==> config.mk <==
export PLATFORM = sky130hd
export DESIGN_NAME = adc_flag_ctrl
export DESIGN_NICKNAME = d
export VERILOG_FILES = /design/src/rtl/adc_flag_pkg.sv /design/src/rtl/adc_chan_enable.sv /design/src/rtl/adc_result_store.sv /design/src/rtl/adc_flag_core.sv /design/src/rtl/adc_flag_ctrl.sv
export SDC_FILE = /design/constraint.sdc
export NUM_CORES = 1
export LEC_CHECK = 0
export ABC_AREA = 1
export BUFFER_PORTS_ARGS = -buffer_cell sky130_fd_sc_hd__buf_2
export CELL_PAD_IN_SITES_DETAIL_PLACEMENT = 1
export CELL_PAD_IN_SITES_GLOBAL_PLACEMENT = 1
export CORE_ASPECT_RATIO = 0.6
export CORE_MARGIN = 5
export CORE_UTILIZATION = 45
export DETAILED_ROUTE_END_ITERATION = 12
export GPL_TIMING_DRIVEN = 0
export PLACE_DENSITY = 0.87
export SLEW_MARGIN = 10
export SYNTH_ARGS = -nofsm -noshare
export SYNTH_HDL_FRONTEND = slang
export SYNTH_SLANG_ARGS = --single-unit
==> constraint.sdc <==
create_clock -name clk -period 1.85 [get_ports clk]
set_input_delay 0.0925 -clock clk [delete_from_list [all_inputs] [get_ports clk]]
set_output_delay 0.0925 -clock clk [all_outputs]
set_load 0.02 [all_outputs]
==> src/rtl/adc_flag_pkg.sv <==
package adc_flag_pkg;
  localparam int DEF_N_CH = 8;
  localparam int DEF_DW   = 10;

  typedef enum logic [1:0] {
    SRC_NONE = 2'd0,
    SRC_CHAN = 2'd1,
    SRC_LAST = 2'd2,
    SRC_STAT = 2'd3
  } rd_src_e;
endpackage

==> src/rtl/adc_chan_enable.sv <==
module adc_chan_enable #(
  parameter int N_CH = 8,
  parameter int CH_W = 3
) (
  input  logic            clk,
  input  logic            rst,
  input  logic            en_wr,
  input  logic [N_CH-1:0] en_mask,
  input  logic            dis_wr,
  input  logic [N_CH-1:0] dis_mask,
  input  logic            done,
  input  logic [CH_W-1:0] done_ch,
  output logic [N_CH-1:0] en_q,
  output logic            accept,
  output logic [N_CH-1:0] accept_vec
);
  logic [N_CH-1:0] dis_eff;
  logic [N_CH-1:0] en_eff;

  assign dis_eff = dis_wr ? dis_mask : '0;
  assign en_eff  = en_wr  ? en_mask  : '0;

  always_ff @(posedge clk) begin
    if (rst) en_q <= '0;
    else     en_q <= (en_q | en_eff) & ~dis_eff;
  end

  // a disable in the same cycle suppresses the completion
  genvar g;
  generate
    for (g = 0; g < N_CH; g++) begin : g_acc
      assign accept_vec[g] = done && (done_ch == CH_W'(g)) && en_q[g] && !dis_eff[g];
    end
  endgenerate

  assign accept = |accept_vec;
endmodule

==> src/rtl/adc_result_store.sv <==
module adc_result_store #(
  parameter int N_CH = 8,
  parameter int DW   = 10,
  parameter int CH_W = 3
) (
  input  logic            clk,
  input  logic            rst,
  input  logic            accept,
  input  logic [CH_W-1:0] wr_ch,
  input  logic [DW-1:0]   wr_data,
  input  logic            rd_en,
  input  logic [CH_W-1:0] rd_ch,
  output logic [DW-1:0]   rd_q,
  output logic [DW-1:0]   last_data_q,
  output logic [CH_W-1:0] last_ch_q
);
  logic [DW-1:0] mem [N_CH];

  // plain write port and registered read port, read-first
  always_ff @(posedge clk) begin
    if (accept) mem[wr_ch] <= wr_data;
    if (rd_en)  rd_q <= mem[rd_ch];
  end

  always_ff @(posedge clk) begin
    if (rst) begin
      last_data_q <= '0;
      last_ch_q   <= '0;
    end else if (accept) begin
      last_data_q <= wr_data;
      last_ch_q   <= wr_ch;
    end
  end
endmodule

==> src/rtl/adc_flag_core.sv <==
module adc_flag_core #(
  parameter int N_CH = 8,
  parameter int CH_W = 3
) (
  input  logic            clk,
  input  logic            rst,
  input  logic [N_CH-1:0] set_vec,
  input  logic            rd_chan,
  input  logic [CH_W-1:0] rd_ch,
  input  logic            rd_last,
  input  logic [CH_W-1:0] last_ch,
  input  logic            rd_status,
  output logic [N_CH-1:0] eoc_q,
  output logic [N_CH-1:0] ovre_q,
  output logic            drdy_q,
  output logic            govre_q
);
  logic [N_CH-1:0] clr_vec;
  logic [N_CH-1:0] ovre_hit;
  logic            any_set;
  logic            govre_hit;

  genvar g;
  generate
    for (g = 0; g < N_CH; g++) begin : g_clr
      assign clr_vec[g] = (rd_chan && rd_ch == CH_W'(g)) ||
                          (rd_last && last_ch == CH_W'(g));
    end
  endgenerate

  always_comb begin
    any_set   = |set_vec;
    ovre_hit  = set_vec & eoc_q & ~clr_vec;
    govre_hit = any_set && drdy_q && !rd_last;
  end

  always_ff @(posedge clk) begin
    if (rst) begin
      eoc_q   <= '0;
      ovre_q  <= '0;
      drdy_q  <= 1'b0;
      govre_q <= 1'b0;
    end else begin
      eoc_q  <= (eoc_q & ~clr_vec) | set_vec;
      drdy_q <= (drdy_q && !rd_last) || any_set;
      if (rd_status) begin
        ovre_q  <= '0;
        govre_q <= 1'b0;
      end else begin
        ovre_q  <= ovre_q | ovre_hit;
        govre_q <= govre_q || govre_hit;
      end
    end
  end
endmodule

==> src/rtl/adc_flag_ctrl.sv <==
module adc_flag_ctrl
  import adc_flag_pkg::*;
#(
  parameter int N_CH = DEF_N_CH,
  parameter int DW   = DEF_DW,
  parameter int CH_W = $clog2(N_CH),
  parameter int RD_W = (2*N_CH+2 > CH_W+DW) ? 2*N_CH+2 : CH_W+DW
) (
  input  logic            clk,
  input  logic            rst,
  input  logic            conv_done_i,
  input  logic [CH_W-1:0] conv_ch_i,
  input  logic [DW-1:0]   conv_data_i,
  input  logic            en_wr_i,
  input  logic [N_CH-1:0] en_mask_i,
  input  logic            dis_wr_i,
  input  logic [N_CH-1:0] dis_mask_i,
  input  logic            rd_chan_i,
  input  logic [CH_W-1:0] rd_chan_sel_i,
  input  logic            rd_last_i,
  input  logic            rd_status_i,
  output logic [N_CH-1:0] chan_en_o,
  output logic [N_CH-1:0] eoc_o,
  output logic [N_CH-1:0] ovre_o,
  output logic            drdy_o,
  output logic            govre_o,
  output logic            rd_valid_o,
  output logic [RD_W-1:0] rd_data_o
);
  localparam int STAT_W = 2*N_CH + 2;
  localparam int LAST_W = CH_W + DW;

  logic            accept;
  logic [N_CH-1:0] accept_vec;
  logic [DW-1:0]   chan_rd_q;
  logic [DW-1:0]   last_data;
  logic [CH_W-1:0] last_ch;
  rd_src_e         src_q;
  logic [RD_W-1:0] snap_q;

  adc_chan_enable #(.N_CH(N_CH), .CH_W(CH_W)) u_en (
    .clk        (clk),
    .rst        (rst),
    .en_wr      (en_wr_i),
    .en_mask    (en_mask_i),
    .dis_wr     (dis_wr_i),
    .dis_mask   (dis_mask_i),
    .done       (conv_done_i),
    .done_ch    (conv_ch_i),
    .en_q       (chan_en_o),
    .accept     (accept),
    .accept_vec (accept_vec)
  );

  adc_result_store #(.N_CH(N_CH), .DW(DW), .CH_W(CH_W)) u_store (
    .clk         (clk),
    .rst         (rst),
    .accept      (accept),
    .wr_ch       (conv_ch_i),
    .wr_data     (conv_data_i),
    .rd_en       (rd_chan_i),
    .rd_ch       (rd_chan_sel_i),
    .rd_q        (chan_rd_q),
    .last_data_q (last_data),
    .last_ch_q   (last_ch)
  );

  adc_flag_core #(.N_CH(N_CH), .CH_W(CH_W)) u_flags (
    .clk       (clk),
    .rst       (rst),
    .set_vec   (accept_vec),
    .rd_chan   (rd_chan_i),
    .rd_ch     (rd_chan_sel_i),
    .rd_last   (rd_last_i),
    .last_ch   (last_ch),
    .rd_status (rd_status_i),
    .eoc_q     (eoc_o),
    .ovre_q    (ovre_o),
    .drdy_q    (drdy_o),
    .govre_q   (govre_o)
  );

  // read return: status over most-recent over channel
  always_ff @(posedge clk) begin
    if (rst) begin
      src_q  <= SRC_NONE;
      snap_q <= '0;
    end else begin
      if (rd_status_i)    src_q <= SRC_STAT;
      else if (rd_last_i) src_q <= SRC_LAST;
      else if (rd_chan_i) src_q <= SRC_CHAN;
      else                src_q <= SRC_NONE;
      if (rd_status_i)
        snap_q <= RD_W'(STAT_W'({govre_o, drdy_o, ovre_o, eoc_o}));
      else if (rd_last_i)
        snap_q <= RD_W'(LAST_W'({last_ch, last_data}));
    end
  end

  always_comb begin
    rd_valid_o = (src_q != SRC_NONE);
    case (src_q)
      SRC_CHAN: rd_data_o = RD_W'(chan_rd_q);
      SRC_LAST,
      SRC_STAT: rd_data_o = snap_q;
      default:  rd_data_o = '0;
    endcase
  end
endmodule

==> results.md <==
- Clock insertion delay at the later pin of the skew report: around 0.43 ns
- CP arrival: approximately 1.7 ns
- Power share of the sequential group: 48.9%
- Worst Setup End Kind: primary output
- Post-Synth XOR/XNOR Area: 0%
- First-pass GRT wire length: 30700 µm
- Pre-antenna DRT Iters: 6
- Slew Limit Headroom: 48.7%
- DRT antenna net count: 0
- Synth Net Count: 632
- Share of flip-flops with an asynchronous set or reset: 0%
- Top_reg_cell synth: edfxtp_1
- Sw Pwr: about 1.9 mW
- Tmin final: about 1.8 ns
- Net switching share of the total power: roughly a quarter
- WL per Instance: ~22 µm
- Final Cell Area: 0.00745 mm²
- Layout area overhead: 25.3%
- Max_cap viols: 0
- Die Span Y: 99 µm
- EDFF count, synth: 90
- Outcome: complete, but fails checks
- Setup-failing EPs final: 0
- Avg Cell Area, Syn: 10.0 µm²
- Post-Synthesis Cells: ~590
- Synth cell types: 28
- Pin count of the biggest net entering global routing: 17
- Slew Limit Fails: 0
- Setup Fix Bufs, Post-CTS: 0
- Worst setup SP type: flop
- WL final: between 15000 and 20000 µm
- Synth Area in Compound Gates: 11.4%
- Fin. Hold Viols: 1
- Synth Area in Adders: 0%
- Final worst slack: roughly 0.019 ns
- Crit path max fanout: 10
- Starting Density: a little under half
- Via count: 5097
- Reg2Reg Depth: 4
- Die area: roughly 0.016 mm²
- Mux cell area share after synthesis: 0%
- Bufs on Longest Clock Path: 2
- Post-Layout Cell Count: about 910
- Fin Clk Skew: between 0.01 and 0.015 ns
- Cell with the most instances after synthesis: nand2_1
- Area after DPL: around 0.0066 mm²
- Synth warnings: 0
- List of most frequent post-synthesis cells: 115 x nand2_1, 90 x edfxtp_1, 64 x nor2_1
- GRT Resource Usage Total: around a quarter
- ANT cells: 0
- Int Power: around 5.5 mW
- Largest family of logic cells by synthesized area: simple AND/OR/NAND/NOR gates
- Synth top area share: between 40% and 50%
- Synthesized area: between 0.005 and 0.006 mm²
- Synthesis-stage register bit count: around 150
- Area leader, netlist: edfxtp_1
- Worst reg-to-reg setup slack: approximately 0.24 ns
- Reg clk slew, reported paths: about 0.06 ns
- Vias in the first global route: approximately 5500
- Minimum setup slack after placement: roughly 0.022 ns
- Initial antenna violation count: 0
- Gate power share: slightly below 8%
- Required @ worst endpoint: 1.76 ns
- Simple-Gate Fraction of Synth Area: 16.8%
- Setup tns final: 0 ns
- Post-placement cell count: 843
- Part of the cycle the worst path needs: a little over nine tenths
- Worst VDD drop: 0.677 mV
- Core area: roughly 0.013 mm²
- Ratio of cells with drive above 1 in the final layout: approximately a fifth
- Leakage: 3.04 nW
- Clock root cell: clkbuf_16
- Post-DP HPWL: roughly 13000 µm
- I/O pin count: between 80 and 90
- Fillers: approximately 1500
- Worst slew pin tran: a little under 0.8 ns
- Via density per instance: between 5 and 6
- Hold Crit Depth: 3
- PD cells: a little under 1000 mW/mm²
- Gpl congestion: a little under 0.9
- Total gr overflow: 0
- Hold Slack: -0.0311 ns
- Port Buf Inserts: between 80 and 90
- Register area share after synthesis: roughly two thirds
- Failing checks: hold timing
- Die width: 158 µm
- Highest cell delay on the worst timing path: about 0.44 ns
- CTS tree: yes
- 1st-iter DRT viols: 564
- Clock share of power: a little over two fifths
- DRC: 0
- H-Tree Depth: 4
- Cell Chain, Critical Path: inv_1, clkbuf_2, o21ai_1, buf_2
- Final nets: about 760
- TritonCTS buffer count: 17
- Clk sinks: about 150
- Worst setup path category: flop to primary output
- Critical-path top delay cell: dfxtp_2
- Largest cells by area after synthesis: edfxtp_1 45%, dfxtp_1 20%, nand2_1 7.3%
- Num rows: 32
- HP Class: input port to flop
- Max Clock Freq: between 0.5 and 0.6 GHz
[cells by family (layout without fill, tap and decap cells)]
group	count (synthesis)	count (layout)
and+or+nand+nor	236	236
DFF	149	149
AOI/OAI and AO/OA	114	114
buffers and inverters	93	236
[repair_timing]
item                                   in CTS  in global routing
endpoints found under the hold margin      93                  0
hold buffers                               32                  0
setup endpoints to repair                  10                 14
gates resized for setup                     7                  9
[flip-flops by register name (all words and copies together) (netlist names)]
register	cells
u_store.rd_q	10
snap_q	18
src_q	2
u_flags.govre_q	1
u_en.en_q	8
u_flags.drdy_q	1
u_flags.ovre_q	8
u_store.mem	80
u_store.last_ch_q	3
u_flags.eoc_q	8
u_store.last_data_q	10
[final timing paths]
check	startpoint	endpoint
worst max-delay path	src_q[1]$_SDFF_PP0_	rd_data_o[3]
worst min-delay path	en_mask_i[4]	u_en.en_q[4]$_SDFF_PP0_
worst max register to register	u_en.en_q[0]$_SDFF_PP0_	u_store.mem[0][0]$_DFFE_PP_
worst min register to register	u_flags.govre_q$_SDFF_PP0_	u_flags.govre_q$_SDFF_PP0_
[metrics by stage]
step | hold slack [ns] | power (mW) | util (%)
global placement | 0.297 | 4.14 | 50.9
detailed placement | 0.310 | 4.17 | 50.9
floorplan | 0.191 | 3.94 | -
global route | -0.000636 | 7.65 | 57.8
finish | -0.0311 | 7.39 | 57.8
CTS | 0.000643 | 7.40 | 57.6
[worst max-delay path, delay by kind of cell (launching register included)]
kind	cells	cell delay [ns]
buf+inv	3	0.56
flops	1	0.44
compound gates	1	0.30
[final cells by class]
| cell class | count | area (µm²) | area share [%] |
|---|---|---|---|
| well taps | 170 | 213 | 2.86 |
| repair buffers | 113 | 731 | 9.81 |
| inverters | 63 | 240 | 3.23 |
| clock inverters | 15 | 114 | 1.53 |
| plain buffers | 28 | 138 | 1.85 |
| multi-input cells | 350 | 1700 | 22.8 |
| flip-flops and latches | 149 | 3880 | 52.2 |
| clock buffers | 17 | 425 | 5.71 |
[layout by cell type, fill, tap and decap left out, drive strengths merged, types with 4 or more instances in the layout]
cell         count
a21oi           49
a221oi          12
a22oi           13
a31oi           10
buf             89
clkbuf          37
clkinv           5
dfxtp           59
dlygate4sd3     30
edfxtp          90
inv             72
nand2          123
nand3           30
nand4           10
nor2            66
nor3             6
o211ai           4
o21ai           23
[per-layer routing]
metal	GRT usage [%]	share of wire [%]	vias up
met1	36.5	45	2538
met4	7.60	1.7	0
met3	5.79	7.7	40
li1	-	-	2293
met5	0	0	-
met2	40.9	46	226
[power groups by stage]
stage	registers, mW	logic (mW)	clock network, mW
6_report	3.62	0.569	3.20
5_1_grt	3.62	0.616	3.41
4_1_cts	3.61	0.554	3.24
3_5_place_dp	3.68	0.494	0
3_3_place_gp	3.67	0.468	0
2_1_floorplan	3.68	0.259	0
No activity file was read; power rests on OpenSTA's default activity.
